## config.mk

```make
export PLATFORM = sky130hd
export DESIGN_NAME = atx_stall_ctrl
export DESIGN_NICKNAME = d
export VERILOG_FILES = /design/src/rtl/atx_stall_pkg.sv /design/src/rtl/atx_tcode_check.sv /design/src/rtl/atx_pkt_tracker.sv /design/src/rtl/atx_flag_bank.sv /design/src/rtl/atx_mover_gate.sv /design/src/rtl/atx_stall_ctrl.sv
export SDC_FILE = /design/constraint.sdc
export NUM_CORES = 1
export LEC_CHECK = 0
export BUFFER_PORTS_ARGS = -buffer_cell sky130_fd_sc_hd__buf_2
export CORE_AREA = 2 2 39 41
export DETAILED_ROUTE_END_ITERATION = 10
export DIE_AREA = 0 0 41 43
export PLACE_DENSITY = 0.68
export SYNTH_ARGS = -nofsm -noshare
export SYNTH_HDL_FRONTEND = slang
export SYNTH_SLANG_ARGS = --single-unit
```

## constraint.sdc

```tcl
create_clock -name clk -period 1.05 [get_ports clk]
set_clock_uncertainty 0.2 [all_clocks]
set_input_delay 0.105 -clock clk [delete_from_list [all_inputs] [get_ports clk]]
set_output_delay 0.105 -clock clk [all_outputs]
set_load 0.005 [all_outputs]
```

## src/rtl/atx_stall_pkg.sv

```systemverilog
package atx_stall_pkg;
   localparam int NFLAG       = 5;
   localparam int F_STALL     = 0;
   localparam int F_TCODE_ERR = 1;
   localparam int F_MOVER_ERR = 2;
   localparam int F_FIFO_ACK  = 3;
   localparam int F_EMPTY     = 4;
   // flags software may clear with write-1 pulses; stall is excluded
   localparam logic [NFLAG-1:0] SW_CLEARABLE = 5'b11110;
endpackage

```

## src/rtl/atx_tcode_check.sv

```systemverilog
module atx_tcode_check #(
   parameter int TCODE_W = 4,
   parameter int NVALID  = 8,
   parameter logic [NVALID*TCODE_W-1:0] VALID_TCODES = '0,
   parameter bit CHECK_EN = 1'b1
) (
   input  logic [TCODE_W-1:0] tcode,
   output logic               invalid
);
   if (CHECK_EN) begin : g_check
      logic [NVALID-1:0] hit;
      for (genvar i = 0; i < NVALID; i++) begin : g_cmp
         assign hit[i] = (tcode == VALID_TCODES[i*TCODE_W +: TCODE_W]);
      end
      assign invalid = ~|hit;
   end else begin : g_nocheck
      logic unused_ok;
      assign unused_ok = ^tcode;
      assign invalid   = 1'b0;
   end
endmodule

```

## src/rtl/atx_pkt_tracker.sv

```systemverilog
module atx_pkt_tracker (
   input  logic clk,
   input  logic rst_n,
   input  logic wr_valid,
   input  logic wr_first,
   input  logic wr_pkt_start,
   input  logic wr_bad_data,
   input  logic fifo_underflow,
   input  logic fifo_empty,
   input  logic fifo_clear,
   output logic stall_event,
   output logic empty_event
);
   logic first_ok_q;
   logic empty_q;

   always_ff @(posedge clk or negedge rst_n) begin
      if (!rst_n) begin
         first_ok_q <= 1'b1;
         empty_q    <= 1'b1;
      end else begin
         empty_q <= fifo_empty;
         if (fifo_clear)
            first_ok_q <= 1'b1;
         else if (wr_valid && wr_pkt_start)
            first_ok_q <= wr_first;
      end
   end

   assign stall_event = (wr_valid & wr_bad_data) | (fifo_underflow & ~first_ok_q);
   assign empty_event = fifo_empty & ~empty_q;
endmodule

```

## src/rtl/atx_flag_bank.sv

```systemverilog
module atx_flag_bank #(
   parameter int N = 5,
   parameter logic [N-1:0] SW_MASK = '1
) (
   input  logic         clk,
   input  logic         rst_n,
   input  logic [N-1:0] set_ev,
   input  logic [N-1:0] sw_clr,
   input  logic [N-1:0] hw_clr,
   output logic [N-1:0] q
);
   for (genvar i = 0; i < N; i++) begin : g_flag
      logic clr_i;
      if (SW_MASK[i]) begin : g_sw
         assign clr_i = sw_clr[i] | hw_clr[i];
      end else begin : g_hw
         logic unused_sw;
         assign unused_sw = sw_clr[i];
         assign clr_i     = hw_clr[i];
      end
      always_ff @(posedge clk or negedge rst_n) begin
         if (!rst_n)          q[i] <= 1'b0;
         else if (set_ev[i])  q[i] <= 1'b1;
         else if (clr_i)      q[i] <= 1'b0;
      end
   end
endmodule

```

## src/rtl/atx_mover_gate.sv

```systemverilog
module atx_mover_gate #(
   parameter int ACK_W = 4,
   parameter logic [ACK_W-1:0] ACK_DONE = 1,
   parameter bit EN_RST = 1'b0
) (
   input  logic             clk,
   input  logic             rst_n,
   input  logic             ack_valid,
   input  logic             ack_src_mover,
   input  logic [ACK_W-1:0] ack_code,
   input  logic             en_set,
   output logic             mover_err,
   output logic             fifo_ack,
   output logic             en
);
   assign mover_err = ack_valid & ack_src_mover & (ack_code != ACK_DONE);
   assign fifo_ack  = ack_valid & ~ack_src_mover;

   always_ff @(posedge clk or negedge rst_n) begin
      if (!rst_n)         en <= EN_RST;
      else if (mover_err) en <= 1'b0;
      else if (en_set)    en <= 1'b1;
   end
endmodule

```

## src/rtl/atx_stall_ctrl.sv

```systemverilog
module atx_stall_ctrl
   import atx_stall_pkg::*;
#(
   parameter int TCODE_W = 4,
   parameter int NVALID  = 8,
   parameter logic [NVALID*TCODE_W-1:0] VALID_TCODES =
      {4'hB, 4'hA, 4'h9, 4'h6, 4'h5, 4'h4, 4'h1, 4'h0},
   parameter bit CHECK_TCODE = 1'b1,
   parameter int ACK_W = 4,
   parameter logic [ACK_W-1:0] ACK_DONE = 1,
   parameter bit MOVER_EN_RST = 1'b0
) (
   input  logic               clk,
   input  logic               rst_n,
   input  logic               wr_valid,
   input  logic               wr_first,
   input  logic               wr_pkt_start,
   input  logic               wr_bad_data,
   input  logic [TCODE_W-1:0] wr_tcode,
   input  logic               fifo_underflow,
   input  logic               fifo_empty,
   input  logic               fifo_clear,
   input  logic               ack_valid,
   input  logic               ack_src_mover,
   input  logic [ACK_W-1:0]   ack_code,
   input  logic               mover_en_set,
   input  logic [NFLAG-1:0]   flag_clr,
   input  logic [NFLAG-1:0]   irq_mask,
   output logic [NFLAG-1:0]   flags,
   output logic               irq,
   output logic               mover_en,
   output logic               async_tx_ok,
   output logic               mover_tx_ok
);
   localparam int MAX_CODES = 1 << TCODE_W;

   if (TCODE_W < 1 || TCODE_W > 8) begin : g_bad_tw
      $error("TCODE_W out of range");
   end
   if (NVALID < 1 || NVALID > MAX_CODES) begin : g_bad_nv
      $error("NVALID must lie between 1 and 2**TCODE_W");
   end
   if (ACK_W < 1) begin : g_bad_aw
      $error("ACK_W must be positive");
   end

   logic stall_ev, empty_ev, tcode_bad, mover_err_ev, fifo_ack_ev;
   logic [NFLAG-1:0] set_vec, hw_clr_vec;

   atx_pkt_tracker i_trk (
      .clk, .rst_n, .wr_valid, .wr_first, .wr_pkt_start, .wr_bad_data,
      .fifo_underflow, .fifo_empty, .fifo_clear,
      .stall_event(stall_ev), .empty_event(empty_ev)
   );

   atx_tcode_check #(
      .TCODE_W(TCODE_W), .NVALID(NVALID),
      .VALID_TCODES(VALID_TCODES), .CHECK_EN(CHECK_TCODE)
   ) i_tc (
      .tcode(wr_tcode), .invalid(tcode_bad)
   );

   atx_mover_gate #(
      .ACK_W(ACK_W), .ACK_DONE(ACK_DONE), .EN_RST(MOVER_EN_RST)
   ) i_mv (
      .clk, .rst_n, .ack_valid, .ack_src_mover, .ack_code,
      .en_set(mover_en_set), .mover_err(mover_err_ev),
      .fifo_ack(fifo_ack_ev), .en(mover_en)
   );

   always_comb begin
      set_vec              = '0;
      set_vec[F_STALL]     = stall_ev;
      set_vec[F_TCODE_ERR] = wr_valid & wr_pkt_start & tcode_bad;
      set_vec[F_MOVER_ERR] = mover_err_ev;
      set_vec[F_FIFO_ACK]  = fifo_ack_ev;
      set_vec[F_EMPTY]     = empty_ev;
      hw_clr_vec           = '0;
      hw_clr_vec[F_STALL]  = fifo_clear;
   end

   atx_flag_bank #(.N(NFLAG), .SW_MASK(SW_CLEARABLE)) i_flags (
      .clk, .rst_n, .set_ev(set_vec), .sw_clr(flag_clr),
      .hw_clr(hw_clr_vec), .q(flags)
   );

   assign irq         = |(flags & irq_mask);
   assign async_tx_ok = ~flags[F_STALL];
   assign mover_tx_ok = async_tx_ok & mover_en;
endmodule

```

==> impl_results.md, run 1 <==
* Status: finished with violations
* Violated checks: negative hold slack, negative setup slack
* First-pass GRT wire length at 2060 um
* Met1 Usage GRT at 0.168
* DRC viols at 0
* Initial Util at 0.262
* Post-CTS Hold Buffers at 14
* ANT cells at 0
* Max-cap violations at 0
* Tmin final at 1660 ps
* Peak-usage layer in the global routing report: met2
* CP Class: flip-flop to primary output
* Initial antenna violation count at 0
* Yosys reg bits at 8
* GRT Total Usage at 0.187
* Layout cell share with drive strength beyond 1 at 0.531
* Hold Violations, Final at 1
* Top FF cell, synth: dfrtp_1
* TritonCTS clock tree: yes
* GP Congestion at 0.645
* Worst-Margin Slew at 412 ps
* Largest net degree at the start of global routing at 9
* Clk sinks at 8
* DP HPWL at 842 um
* Post-synth ARST share at 1.00
* Startpoint types: flip-flop
* Worst setup path endpoint: irq
* CP max FO at 2
* Syn_nets at 66
* Antenna Nets Post-Route at 0
* Post-synth top cells: 8 x inv_1, 6 x dfrtp_1, 3 x nand2_1, 2 x dfstp_2, 2 x o22ai_1
* Fmax at 603 MHz
* Final core utilization at 0.616
* YS warnings at 0
* Final setup fails at 11
* Peak VDD IR at 0.767 mV
* Reg2reg end: i_flags.q[0]
* Reg2reg setup slack at -140 ps
* Core area at 0.00138 mm2
* FF-to-FF Start: i_flags.q[0]
* Reg2reg path depth at 5
* Maximum clock path buffer count at 2
* Vias in the first global route at 484
* Vias per cell at 4.58
* Placed Instances at 94
* M3 GR Usage at 0.0838
* Die Footprint at 0.00176 mm2
* 1st-pass router iterations at 4
* Via count of the routed design at 522
* Row count at 14
* Total CTS buffers at 3
* Post-Syn Area per Cell at 10.1 um2
* H-tree depth at 1
* Worst Setup SP: i_flags.q[0]
* Top cell type's share of synthesized area at 0.414
* DP Worst Slack at -177 ps
* Final worst path period share at 1.58
* Clock-pin slew on the worst setup and hold paths at 60 ps
* Clock Tree Root: clkbuf_4
* Final Non-Filler Cells at 114
* Setup TNS at -2230 ps
* CP required at 740 ps
* Synth area leader: dfrtp_1
* Hold slack at -19.7 ps
* Clk_lat worst skew at 260 ps
* Most frequent cell after synthesis: inv_1
* Synth cell types at 20
* Crit path capture type: primary output
* Chip height at 43 um
* Overflow after GRT at 0
* I/O pins at 39
* Die X-Extent at 41 um
* Syn Inst Count at 36
* Pins Over Slew Limit at 0
* Final WL at 1570 um
* Final worst slack at -608 ps
* Synth top area cells: dfrtp_1 41%, dfstp_2 14%, inv_1 8.3%
* Leak at 0.454 nW
* Crit path DAT at 1350 ps
* EDFF count, synth at 0
* Pwr per Cell Area at 1090 mW/mm2
* Mapped Area at 363 um2
* WL per Instance at 13.8 um
* RSZ-0062 raised after global routing: yes
* Grt met2 use at 0.328
* Final net count at 129
* Slew HR at 0.725
* Layout fillers at 113
* Sequential area share after synthesis at 0.559
* Area delta synth->final at 135%
* Port Buf Inserts at 37
* HP Class: primary input to flip-flop
* DRT iter0 DRCs at 23
## how the worst min path moves through the flow
| stage | cells after the start | from | slack, ps | endpoint |
|---|---|---|---|---|
| floorplan | 0 | rst_n | -390 | i_flags.q[0] |
| global placement | 1 | rst_n | -250 | i_mv.en |
| detailed placement | 1 | rst_n | -250 | i_flags.q[0] |
| CTS | 3 | wr_tcode[3] | -20 | i_flags.q[1] |
| global route | 3 | wr_pkt_start | -10 | i_flags.q[1] |
| finish | 3 | wr_pkt_start | -20 | i_flags.q[1] |
## per-stage QoR
stage | total power, mW | cell area [um2] | hold WS, ps
after CTS | 0.927 | 863 | -19.4
after detailed placement | 0.547 | 606 | -249
after global placement | 0.544 | 606 | -248
after floorplan | 0.415 | 363 | -391
after global routing | 0.988 | 852 | -11.7
final | 0.926 | 852 | -19.7
## report_power, final
| group | switching, mW | total [mW] | internal, mW |
|---|---|---|---|
| logic | 0.108 | 0.309 | 0.200 |
| registers | 0.0196 | 0.359 | 0.339 |
| clock network | 0.113 | 0.259 | 0.146 |
## metal layers
metal  wire, um  vias up  part of all wire
met5          0        -                 0
met4         71        0             0.045
met3        101       11             0.064
met2        881       29              0.56
met1        513      229              0.33
li1           -      253                 -
## cells by family after synthesis
logic type             Yosys count  synth area share
and+or+nand+nor                 10             0.155
AOI/OAI and AO/OA               10             0.203
DFF                              8             0.559
buffers and inverters            8            0.0828
## registers in the layout, summed over array words and instances, names as in the netlist
signal,count
i_trk.first_ok_q,1
i_flags.q,5
i_trk.empty_q,1
i_mv.en,1
## cells in the final DEF (no fill, tap or decap)
cell type	instances
a211o_1	1
and3_1	1
dfrtp_1	6
o21ai_1	1
nand2b_1	1
or4b_1	1
o21a_1	1
nor2b_1	1
nand3_1	1
a222oi_1	1
a22oi_1	1
dlygate4sd3_1	12
nand2_1	3
nor3b_1	1
dfstp_2	2
inv_1	7
buf_2	31
o32ai_1	1
o221ai_2	1
nor2_1	1
buf_6	11
inv_4	1
buf_4	3
a21oi_1	1
o22ai_1	2
dlymetal6s4s_1	1
clkbuf_4	3
clkbuf_1	1
## critical path, stage by stage, from the launching register on
cell	delay [ps]
dfrtp_1	380
a222oi_1	430
nand2_1	130
buf_2	150
## repair_timing
item | CTS | global route
hold endpoints to repair | 16 | 1
setup endpoints to repair | 9 | 12
pin swaps | 3 | 0
setup buffers | 3 | 3
resized for setup | 15 | 3
## final cells by class
class	instances	area, um2	share of cell area
clock buffers	4	26.3	0.0308
repair buffers	58	434	0.510
multi-input cells	20	136	0.160
well taps	16	20.0	0.0235
inverters	8	32.5	0.0382
flip-flops and latches	8	203	0.238
(Power assumes the default switching activity.)
==> run 2: changes to the inputs <==
--- a/config.mk
+++ b/config.mk
@@ -9,7 +9,7 @@
 export CORE_AREA = 2 2 39 41
 export DETAILED_ROUTE_END_ITERATION = 10
 export DIE_AREA = 0 0 41 43
-export PLACE_DENSITY = 0.68
+export PLACE_DENSITY = 0.66
 export SYNTH_ARGS = -nofsm -noshare
 export SYNTH_HDL_FRONTEND = slang
 export SYNTH_SLANG_ARGS = --single-unit
==> constraint.sdc (replaced) <==
create_clock -name clk -period 1.75 [get_ports clk]
set_clock_uncertainty 0.2 [all_clocks]
set_input_delay 0.175 -clock clk [delete_from_list [all_inputs] [get_ports clk]]
set_output_delay 0.175 -clock clk [all_outputs]
set_load 0.005 [all_outputs]
==> impl_results.md, run 2 (synthesis results as in run 1) <==
* Status: finished, final reports clean
* Clock Tree Root: clkbuf_4
* Final WL at 1040 um (-34%)
* Commonest non-fill, non-tap cell in the layout: buf_2
* Design area at 701 um2 (-18%)
* Clock-pin slew on the worst setup and hold paths at 60 ps (about the same)
* Most frequent cells in the layout: 37 x buf_2, 11 x dlygate4sd3_1, 8 x inv_1, 6 x dfrtp_1
* Final Non-Filler Cells at 103 (-9.6%)
* CP max FO at 4 (+2)
* Switching Share at 0.245 (-0.0143)
* ANT cells at 0 (unchanged)
* Layout fillers at 140 (+24%)
* Setup TNS at 0 ps (+2230 ps)
* Leak at 0.379 nW (-17%)
* Total CTS buffers at 3 (unchanged)
* Hold slack at 8.04 ps (+27.7 ps)
* GRT Total Usage at 0.141 (-0.0461)
* Tot Pwr at 468 uW (-49%)
* Pwr per Cell Area at 667 mW/mm2 (-39%)
* I/O pins at 39 (unchanged)
* DRC viols at 0 (unchanged)
* P_int at 353 uW (-49%)
* Crit path capture type: primary output
* DP HPWL at 796 um (-5.4%)
* Row count at 14 (unchanged)
* Initial Util at 0.262 (unchanged)
* HP Class: primary input to flip-flop
* Final core utilization at 0.506 (-0.109)
* Antenna Nets Post-Route at 0 (unchanged)
* Overflow after GRT at 0 (unchanged)
* WL per Instance at 10.1 um (-27%)
* DRT iter0 DRCs at 7 (-70%)
* Die Footprint at 0.00176 mm2 (unchanged)
* First-pass GRT wire length at 1610 um (-21%)
* H-tree depth at 1 (unchanged)
* Sequential fraction of design power at 0.460 (+0.073)
* Startpoint types: flip-flop
* Tmin final at 1620 ps
* Final worst path period share at 0.924
* Slew HR at 0.788 (+0.0625)
* Clk sinks at 8 (unchanged)
* Die X-Extent at 41 um (unchanged)
* GP Congestion at 0.582 (-9.8%)
* Vias in the first global route at 457 (-5.6%)
* CP Class: flip-flop to primary output
* Hold Violations, Final at 0 (-1)
* Max-cap violations at 0 (unchanged)
* Final setup fails at 0 (-11)
* Initial antenna violation count at 0 (unchanged)
* Worst-Margin Slew at 318 ps (-93.8 ps)
* Most flops, register: i_flags.q
* Max reg flops at 5 (unchanged)
* Final net count at 119 (-7.8%)
* RSZ-0062 raised after global routing: no
* Clock network fraction of design power at 0.300 (+0.021)
* Core area at 0.00138 mm2 (unchanged)
* DP Worst Slack at 391 ps (+568 ps)
* Clk_lat worst skew at 250 ps (about the same)
* Fmax at 618 MHz
* Logic pwr share at 0.240 (-0.093)
* Peak VDD IR at 0.291 mV (-62%)
* PostCTS Resize Cnt at 0 (-15)
* Final worst slack at 132 ps (+741 ps)
* Area delta synth->final at 93.1%
* Chip height at 43 um (unchanged)
* TritonCTS clock tree: yes
* 1st-pass router iterations at 4 (unchanged)
* Via count of the routed design at 471 (-9.8%)
* Placed Instances at 89 (-5.3%)
* Layout cell share with drive strength beyond 1 at 0.483 (-0.0479)
* P_sw at 115 uW (-52%)
* Post-DP Area at 568 um2 (-6.2%)
* Crit path DAT at 1240 ps (-110 ps)
* Maximum clock path buffer count at 2 (unchanged)
* Vias per cell at 4.57 (-0.13%)
* CP required at 1370 ps (+630 ps)
* Port Buf Inserts at 37 (unchanged)
* Pins Over Slew Limit at 0 (unchanged)
* Largest net degree at the start of global routing at 9 (unchanged)
[run 2: cell type report]
cell class / instances / area [um2] / area share
Clock buffer: 3 / 22.5 / 0.0321
Inverter: 8 / 30.0 / 0.0429
Multi-Input combinational cell: 20 / 130 / 0.186
Sequential cell: 8 / 203 / 0.289
Tap cell: 16 / 20.0 / 0.0286
Timing Repair Buffer: 48 / 295 / 0.421
[run 2: worst paths after layout]
check	to	cells after the start	start	slack, ps
max reg2reg	i_flags.q[3]	3	i_flags.q[3]	370
max	irq	3	i_flags.q[0]	130
min in group asynchronous	i_flags.q[0]	2	rst_n	100
min reg2reg	i_mv.en	1	i_mv.en	320
max in group asynchronous	i_trk.empty_q	2	rst_n	1010
min	i_flags.q[2]	3	ack_valid	8
[run 2: repair_timing]
action | 4_1_cts | 5_1_grt
buffers inserted | 0 | 0
setup endpoints to repair | 0 | 0
endpoints found under the hold margin | 16 | 0
hold buffers | 11 | 0
[run 2: layer usage]
metal,up-vias,share of wire,global-route usage
li1,230,-,-
met3,0,0.064,0.0314
met4,0,0,0.120
met1,220,0.38,0.137
met2,21,0.55,0.231
met5,-,0,0
[run 2: power by group through the flow]
stage,combinational (mW),sequential (mW),clock [mW]
after floorplan,0.0303,0.218,0
after global placement,0.0915,0.218,0
after detailed placement,0.0933,0.218,0
after CTS,0.113,0.215,0.146
after global routing,0.126,0.218,0.150
final,0.112,0.215,0.140
[run 2: worst max-delay path, stage by stage (launching register included)]
cell	delay, ps
dfrtp_1	400
a222oi_1	380
nand2_1	80
buf_2	140
